[src/rtl/cic_pkg.sv]
package cic_pkg;
  localparam int CIC_ORDER    = 3;
  localparam int CIC_DW       = 16;
  localparam int CIC_GROWTH   = 48;
  localparam int CIC_MANT_W   = 6;
  localparam int CIC_EXP_W    = 4;
  localparam int CIC_GAIN_W   = 6;
  localparam int CIC_MAX_RATE = 65536;
endpackage

[src/rtl/cic_cfg.sv]
module cic_cfg #(
  parameter int MANT_W   = cic_pkg::CIC_MANT_W,
  parameter int EXP_W    = cic_pkg::CIC_EXP_W,
  parameter int GAIN_W   = cic_pkg::CIC_GAIN_W,
  parameter int NCH      = 4,
  parameter int CH       = 0,
  parameter int MAX_RATE = cic_pkg::CIC_MAX_RATE,
  parameter int RW       = $clog2(MAX_RATE) + 1
) (
  input  logic              clk,
  input  logic              rst_n,
  input  logic              stage_we,
  input  logic [MANT_W-1:0] stage_mant,
  input  logic [EXP_W-1:0]  stage_exp,
  input  logic [GAIN_W-1:0] stage_gain,
  input  logic              apply,
  input  logic [NCH-1:0]    apply_mask,
  output logic              commit,
  output logic [RW-1:0]     act_rate,
  output logic [GAIN_W-1:0] act_gain
);
  localparam int RAW_W = MANT_W + (1 << EXP_W) - 1;

  logic [MANT_W-1:0] mant_q, mant_d;
  logic [EXP_W-1:0]  exp_q, exp_d;
  logic [GAIN_W-1:0] gain_q, gain_d, agn_d;
  logic [RW-1:0]     rate_d;
  logic [RAW_W-1:0]  raw;
  logic              code_ok;

  always_comb begin
    raw     = RAW_W'(mant_q) << exp_q;
    code_ok = (mant_q != '0) && (raw <= RAW_W'(MAX_RATE));
    commit  = apply && apply_mask[CH] && code_ok;
    mant_d  = stage_we ? stage_mant : mant_q;
    exp_d   = stage_we ? stage_exp  : exp_q;
    gain_d  = stage_we ? stage_gain : gain_q;
    rate_d  = commit ? RW'(raw) : act_rate;
    agn_d   = commit ? gain_q   : act_gain;
  end

  always_ff @(posedge clk or negedge rst_n) begin
    if (!rst_n) begin
      mant_q   <= MANT_W'(1);
      exp_q    <= '0;
      gain_q   <= '0;
      act_rate <= RW'(1);
      act_gain <= '0;
    end else begin
      mant_q   <= mant_d;
      exp_q    <= exp_d;
      gain_q   <= gain_d;
      act_rate <= rate_d;
      act_gain <= agn_d;
    end
  end
endmodule

[src/rtl/cic_timing.sv]
module cic_timing #(
  parameter int N  = cic_pkg::CIC_ORDER,
  parameter int RW = 17
) (
  input  logic          clk,
  input  logic          rst_n,
  input  logic          commit,
  input  logic          out_ce,
  input  logic          in_valid,
  input  logic [RW-1:0] act_rate,
  output logic          in_ready,
  output logic          fire,
  output logic          boundary,
  output logic          settled
);
  localparam int SW = $clog2(N + 1);
  localparam logic [SW-1:0] SETTLE_N = SW'(N);

  logic [RW-1:0] ph_q, ph_d;
  logic          taken_q, taken_d;
  logic [SW-1:0] settle_q, settle_d;

  always_comb begin
    in_ready = !taken_q;
    fire     = in_valid && !taken_q;
    boundary = out_ce && (ph_q == act_rate - RW'(1));
    settled  = (settle_q == '0);
    ph_d     = ph_q;
    taken_d  = taken_q;
    settle_d = settle_q;
    if (commit) begin
      ph_d     = '0;
      taken_d  = 1'b0;
      settle_d = SETTLE_N;
    end else begin
      if (out_ce) ph_d = boundary ? '0 : ph_q + RW'(1);
      if (boundary) taken_d = 1'b0;
      else if (fire) taken_d = 1'b1;
      if (fire && !settled) settle_d = settle_q - SW'(1);
    end
  end

  always_ff @(posedge clk or negedge rst_n) begin
    if (!rst_n) begin
      ph_q     <= '0;
      taken_q  <= 1'b0;
      settle_q <= SETTLE_N;
    end else begin
      ph_q     <= ph_d;
      taken_q  <= taken_d;
      settle_q <= settle_d;
    end
  end
endmodule

[src/rtl/cic_comb.sv]
module cic_comb #(
  parameter int N  = cic_pkg::CIC_ORDER,
  parameter int DW = cic_pkg::CIC_DW,
  parameter int IW = DW + cic_pkg::CIC_GROWTH
) (
  input  logic          clk,
  input  logic          rst_n,
  input  logic          commit,
  input  logic          fire,
  input  logic          boundary,
  input  logic [DW-1:0] in_data,
  output logic [IW-1:0] c_out
);
  logic [DW-1:0] hold_q, hold_d;
  logic [IW-1:0] dif [N+1];
  logic [IW-1:0] z_q [N];
  logic [IW-1:0] c_d;
  logic          step;

  always_comb begin
    step   = boundary && !commit;
    hold_d = commit ? '0 : (fire ? in_data : hold_q);
    dif[0] = {{(IW-DW){hold_q[DW-1]}}, hold_q};
    c_d    = commit ? '0 : (step ? dif[N] : c_out);
  end

  for (genvar k = 0; k < N; k++) begin : g_stage
    logic [IW-1:0] z_d;
    always_comb begin
      dif[k+1] = dif[k] - z_q[k];
      z_d      = commit ? '0 : (step ? dif[k] : z_q[k]);
    end
    always_ff @(posedge clk or negedge rst_n) begin
      if (!rst_n) z_q[k] <= '0;
      else        z_q[k] <= z_d;
    end
  end

  always_ff @(posedge clk or negedge rst_n) begin
    if (!rst_n) begin
      hold_q <= '0;
      c_out  <= '0;
    end else begin
      hold_q <= hold_d;
      c_out  <= c_d;
    end
  end
endmodule

[src/rtl/cic_integ.sv]
module cic_integ #(
  parameter int N  = cic_pkg::CIC_ORDER,
  parameter int IW = cic_pkg::CIC_DW + cic_pkg::CIC_GROWTH
) (
  input  logic          clk,
  input  logic          rst_n,
  input  logic          commit,
  input  logic          out_ce,
  input  logic [IW-1:0] u,
  output logic [IW-1:0] acc_next
);
  logic [IW-1:0] sum [N+1];
  logic [IW-1:0] i_q [N];

  assign sum[0]   = u;
  assign acc_next = sum[N];

  for (genvar k = 0; k < N; k++) begin : g_stage
    logic [IW-1:0] i_d;
    always_comb begin
      sum[k+1] = i_q[k] + sum[k];
      i_d      = commit ? '0 : (out_ce ? sum[k+1] : i_q[k]);
    end
    always_ff @(posedge clk or negedge rst_n) begin
      if (!rst_n) i_q[k] <= '0;
      else        i_q[k] <= i_d;
    end
  end
endmodule

[src/rtl/cic_interp.sv]
module cic_interp #(
  parameter int N        = cic_pkg::CIC_ORDER,
  parameter int DW       = cic_pkg::CIC_DW,
  parameter int OW       = cic_pkg::CIC_DW,
  parameter int GROWTH   = cic_pkg::CIC_GROWTH,
  parameter int MANT_W   = cic_pkg::CIC_MANT_W,
  parameter int EXP_W    = cic_pkg::CIC_EXP_W,
  parameter int GAIN_W   = cic_pkg::CIC_GAIN_W,
  parameter int MAX_RATE = cic_pkg::CIC_MAX_RATE,
  parameter int NCH      = 4,
  parameter int CH       = 0
) (
  input  logic              clk,
  input  logic              rst_n,
  input  logic              stage_we,
  input  logic [MANT_W-1:0] stage_mant,
  input  logic [EXP_W-1:0]  stage_exp,
  input  logic [GAIN_W-1:0] stage_gain,
  input  logic              apply,
  input  logic [NCH-1:0]    apply_mask,
  input  logic              out_ce,
  input  logic              in_valid,
  input  logic [DW-1:0]     in_data,
  output logic              in_ready,
  output logic [OW-1:0]     out_data,
  output logic              out_upd
);
  localparam int IW = DW + GROWTH;
  localparam int RW = $clog2(MAX_RATE) + 1;
  localparam logic signed [IW-1:0] OMAX = {{(IW-OW+1){1'b0}}, {(OW-1){1'b1}}};
  localparam logic signed [IW-1:0] OMIN = {{(IW-OW+1){1'b1}}, {(OW-1){1'b0}}};

  logic              commit, fire, boundary, settled;
  logic [RW-1:0]     act_rate;
  logic [GAIN_W-1:0] act_gain;
  logic [IW-1:0]     c_out, acc_next;
  logic signed [IW-1:0] shifted;
  logic [OW-1:0]     sat_v, out_d;
  logic              upd_d;

  cic_cfg #(
    .MANT_W(MANT_W), .EXP_W(EXP_W), .GAIN_W(GAIN_W), .NCH(NCH), .CH(CH),
    .MAX_RATE(MAX_RATE), .RW(RW)
  ) u_cfg (
    .clk(clk), .rst_n(rst_n), .stage_we(stage_we), .stage_mant(stage_mant),
    .stage_exp(stage_exp), .stage_gain(stage_gain), .apply(apply),
    .apply_mask(apply_mask), .commit(commit), .act_rate(act_rate),
    .act_gain(act_gain)
  );

  cic_timing #(.N(N), .RW(RW)) u_timing (
    .clk(clk), .rst_n(rst_n), .commit(commit), .out_ce(out_ce),
    .in_valid(in_valid), .act_rate(act_rate), .in_ready(in_ready),
    .fire(fire), .boundary(boundary), .settled(settled)
  );

  cic_comb #(.N(N), .DW(DW), .IW(IW)) u_comb (
    .clk(clk), .rst_n(rst_n), .commit(commit), .fire(fire),
    .boundary(boundary), .in_data(in_data), .c_out(c_out)
  );

  cic_integ #(.N(N), .IW(IW)) u_integ (
    .clk(clk), .rst_n(rst_n), .commit(commit), .out_ce(out_ce),
    .u(c_out), .acc_next(acc_next)
  );

  always_comb begin
    shifted = $signed(acc_next) >>> act_gain;
    if (shifted > OMAX)      sat_v = OMAX[OW-1:0];
    else if (shifted < OMIN) sat_v = OMIN[OW-1:0];
    else                     sat_v = shifted[OW-1:0];
    upd_d = out_ce && settled && !commit;
    out_d = upd_d ? sat_v : out_data;
  end

  always_ff @(posedge clk or negedge rst_n) begin
    if (!rst_n) begin
      out_data <= '0;
      out_upd  <= 1'b0;
    end else begin
      out_data <= out_d;
      out_upd  <= upd_d;
    end
  end
endmodule

[config.mk]
export PLATFORM = sky130hd
export DESIGN_NAME = cic_interp
export DESIGN_NICKNAME = d
export VERILOG_FILES = /design/src/rtl/cic_pkg.sv /design/src/rtl/cic_cfg.sv /design/src/rtl/cic_timing.sv /design/src/rtl/cic_comb.sv /design/src/rtl/cic_integ.sv /design/src/rtl/cic_interp.sv
export SDC_FILE = /design/constraint.sdc
export NUM_CORES = 2
export LEC_CHECK = 0
export CAP_MARGIN = 20
export CORE_UTILIZATION = 59
export DETAILED_ROUTE_END_ITERATION = 8
export PLACE_DENSITY = 0.84
export SYNTH_ARGS = -nofsm -noshare
export SYNTH_HDL_FRONTEND = slang
export SYNTH_SLANG_ARGS = --single-unit
[constraint.sdc]
create_clock -name clk -period 10.8 [get_ports clk]
set_input_delay 1.08 -clock clk [delete_from_list [all_inputs] [get_ports clk]]
set_output_delay 1.08 -clock clk [all_outputs]
set_load 0.1 [all_outputs]
==> reports/metrics.yaml <==
r2r_slack_ns: 0.37
yosys.area.top_type: "dfrtp_1"
ys_warn_count: 0
synth-seq-cells: 490
routed_wl_mm: 116
grt_use_total: 0.304
path_class: "flip-flop to flip-flop"
die_w_um: 272
core-area_um2: 71700
hold_slack_ns: 0.482
clockBufferDepth: 3
cp_slowest_cell: "or4_1"
period_share: 0.965
setup_violations: 0
n_antenna_cell: 0
cp.arrival_ns: 10.98
fin_area_um2: 47900
drt_iter0_markers: 3283
cp_top_family: "compound AO/OA/AOI/OAI gates"
portBuffers: 56
crit_top_cell: "a21o_1"
via_per_inst: 6.18
status: "completed"
place_area_um2: 45000
yosysUniqueCellTypes: 90
fin_total_pwr_mw: 11.8
worstPathRequired_ns: 11.36
synth_nets: 5716
syn_to_final_growth_pct: 11.7
min_period_ns: 10.43
cpPeakStageDelay_ns: 0.52
p_leak_nw: 22.6
gr-usage-met2: 0.523
rows: 98
synth_common_cells: "649 x nand2_1, 585 x a21oi_1, 571 x nor2_1"
final_hold_viol_count: 0
synthMostInstantiatedCell: "nand2_1"
synthCells: 5308
ant_nets: 0
syn_area_um2: 42900
h-tree-depth: 2
tritoncts: "built"
ctsHoldBuffers: 0
fin_nets: 5766
path_max_fanout: 5
grt_overflow: 0
rsz0062_at_grt: "yes"
antenna_found_initial: 0
slew_violations: 0
cts_root_buffer: "clkbuf_16"
drv_cap: 0
hold_path.class: "flip-flop to flip-flop"
fmax_ghz: 0.0959
tightest_slew_ns: 1.16
yosysSeqAreaShare: 0.286
pin_count: 60
peakVddDrop_v: 0.000226
clk_pin_slew_ns: 0.07
drive_above_1_share: 0.101
place_inst: 6228
grt_pass1_wl_mm: 188
initial_utilization: 0.598
cts_sinks: 490
cts_buffers: 54
met1_usage: 0.396
synth-main-ff-cell: "dfrtp_1"
clkLatencyLatePin_ns: 0.65
synthTopCellsByArea: "dfrtp_1 28%, ha_1 10%, a21oi_1 6.8%"
die_h_um: 272
critPathBufInv: 6
vias: 39300
busiest_layer: "met2"
synth_edf_count: 0
critPathLaunchType: "flip-flop"
drc: 0
drt_pre_antenna_iters: 6
synthArstFlopShare: 1.00
avgSynthCellArea_um2: 8.09
power_density_nw_per_um2: 246
synth.top_cell.area_share: 0.283
gp_congestion: 0.996
fin_cells: 6352
finClkSkew_ns: 0.0285
met3_usage: 0.0304
die_area_um2: 73800
grt_pass1_vias: 37500
crit_path_end_kind: "flip-flop"
wl_per_cell_um: 18.2
grt_max_degree: 207
dpl.hpwl_mm: 82.7
relSlewSlack: 0.226
[per-stage QoR]
step / util / setup slack, ns / setup TNS [ns]
detailed placement: 0.628 / -0.188 / -2.46
floorplan: - / 0.793 / 0
CTS: 0.656 / 0.000907 / 0
finish: 0.668 / 0.374 / 0
global route: 0.668 / -0.146 / -2.09
global placement: 0.628 / 0.0762 / 0
[per-layer routing]
| layer | vias to the layer above | part of all wire | wire, um |
|---|---|---|---|
| li1 | 19000 | - | - |
| met1 | 18800 | 0.43 | 49700 |
| met2 | 1253 | 0.48 | 55800 |
| met3 | 268 | 0.051 | 5850 |
| met4 | 0 | 0.036 | 4200 |
| met5 | - | 0 | 0 |
[cells in the final DEF, fill, tap and decap left out, types with 57 or more instances in the layout]
cell type / count
a211oi_1: 79
a21o_1: 195
a21oi_1: 555
buf_4: 183
dfrtp_1: 482
ha_1: 333
inv_1: 278
mux2i_1: 249
nand2_1: 647
nand2b_1: 57
nand3_1: 95
nand4_1: 58
nor2_1: 568
nor3_1: 63
o21ai_0: 231
o21bai_1: 58
xnor2_1: 200
xor2_1: 107
[sequential cells by signal, indices dropped and copies added (netlist names), 16 cells and up]
name	cells
u_cfg.act_rate	17
u_comb.hold_q	16
u_comb.z_q	142
out_data	16
u_integ.i_q	192
u_timing.ph_q	17
u_comb.c_out	64
[where the power goes]
part / internal [mW] / switching (mW) / total (mW) / leakage, nW
clock: 1.15 / 0.864 / 2.02 / 0.916
sequential: 1.97 / 0.112 / 2.08 / 6.62
combinational: 3.17 / 4.56 / 7.73 / 15.0
[final timing paths]
path	end	from	cells after the start
setup / recovery	out_data[10]	u_integ.i_q[128]	53
hold / removal	u_cfg.act_gain[1]	u_cfg.gain_q[1]	2
setup reg to reg	out_data[10]	u_integ.i_q[128]	53
hold reg to reg	u_cfg.act_gain[1]	u_cfg.gain_q[1]	2
max in group asynchronous	u_comb.z_q[6]	rst_n	2
min in group asynchronous	u_cfg.act_gain[2]	rst_n	1
[timing repair]
item | 4_1_cts | 5_1_grt
setup buffers | 0 | 24
resized for setup | 15 | 154
pin swaps | 1 | 92
setup endpoints to repair | 16 | 22
gates cloned | 0 | 1
[tightest hold or removal path: stages (launching register included)]
cell	delay (ns)
dfrtp_1	0.34
nand2_1	0.05
o21ai_0	0.06
[cells by family (layout without fill, tap and decap cells)]
logic type,after synthesis,in the layout,synth area share
DFF,490,490,0.286
muxes,321,321,0.0839
and+or+nand+nor,1698,1698,0.174
buffers and inverters,536,629,0.0473
adders and majority gates,366,366,0.111
xor gates and xnor gates,324,325,0.0672
AOI/OAI and AO/OA,1573,1573,0.231
[final cells by class]
cell class | instances | area [um2]
clock buffers | 63 | 1460
well taps | 950 | 1190
repair buffers | 245 | 2050
multi-input cells | 4283 | 29400
fillers | 5655 | 23800
flip-flops and latches | 490 | 12300
inverters | 284 | 1070
clock inverters | 37 | 488
Power figures use the tool's default switching activity.
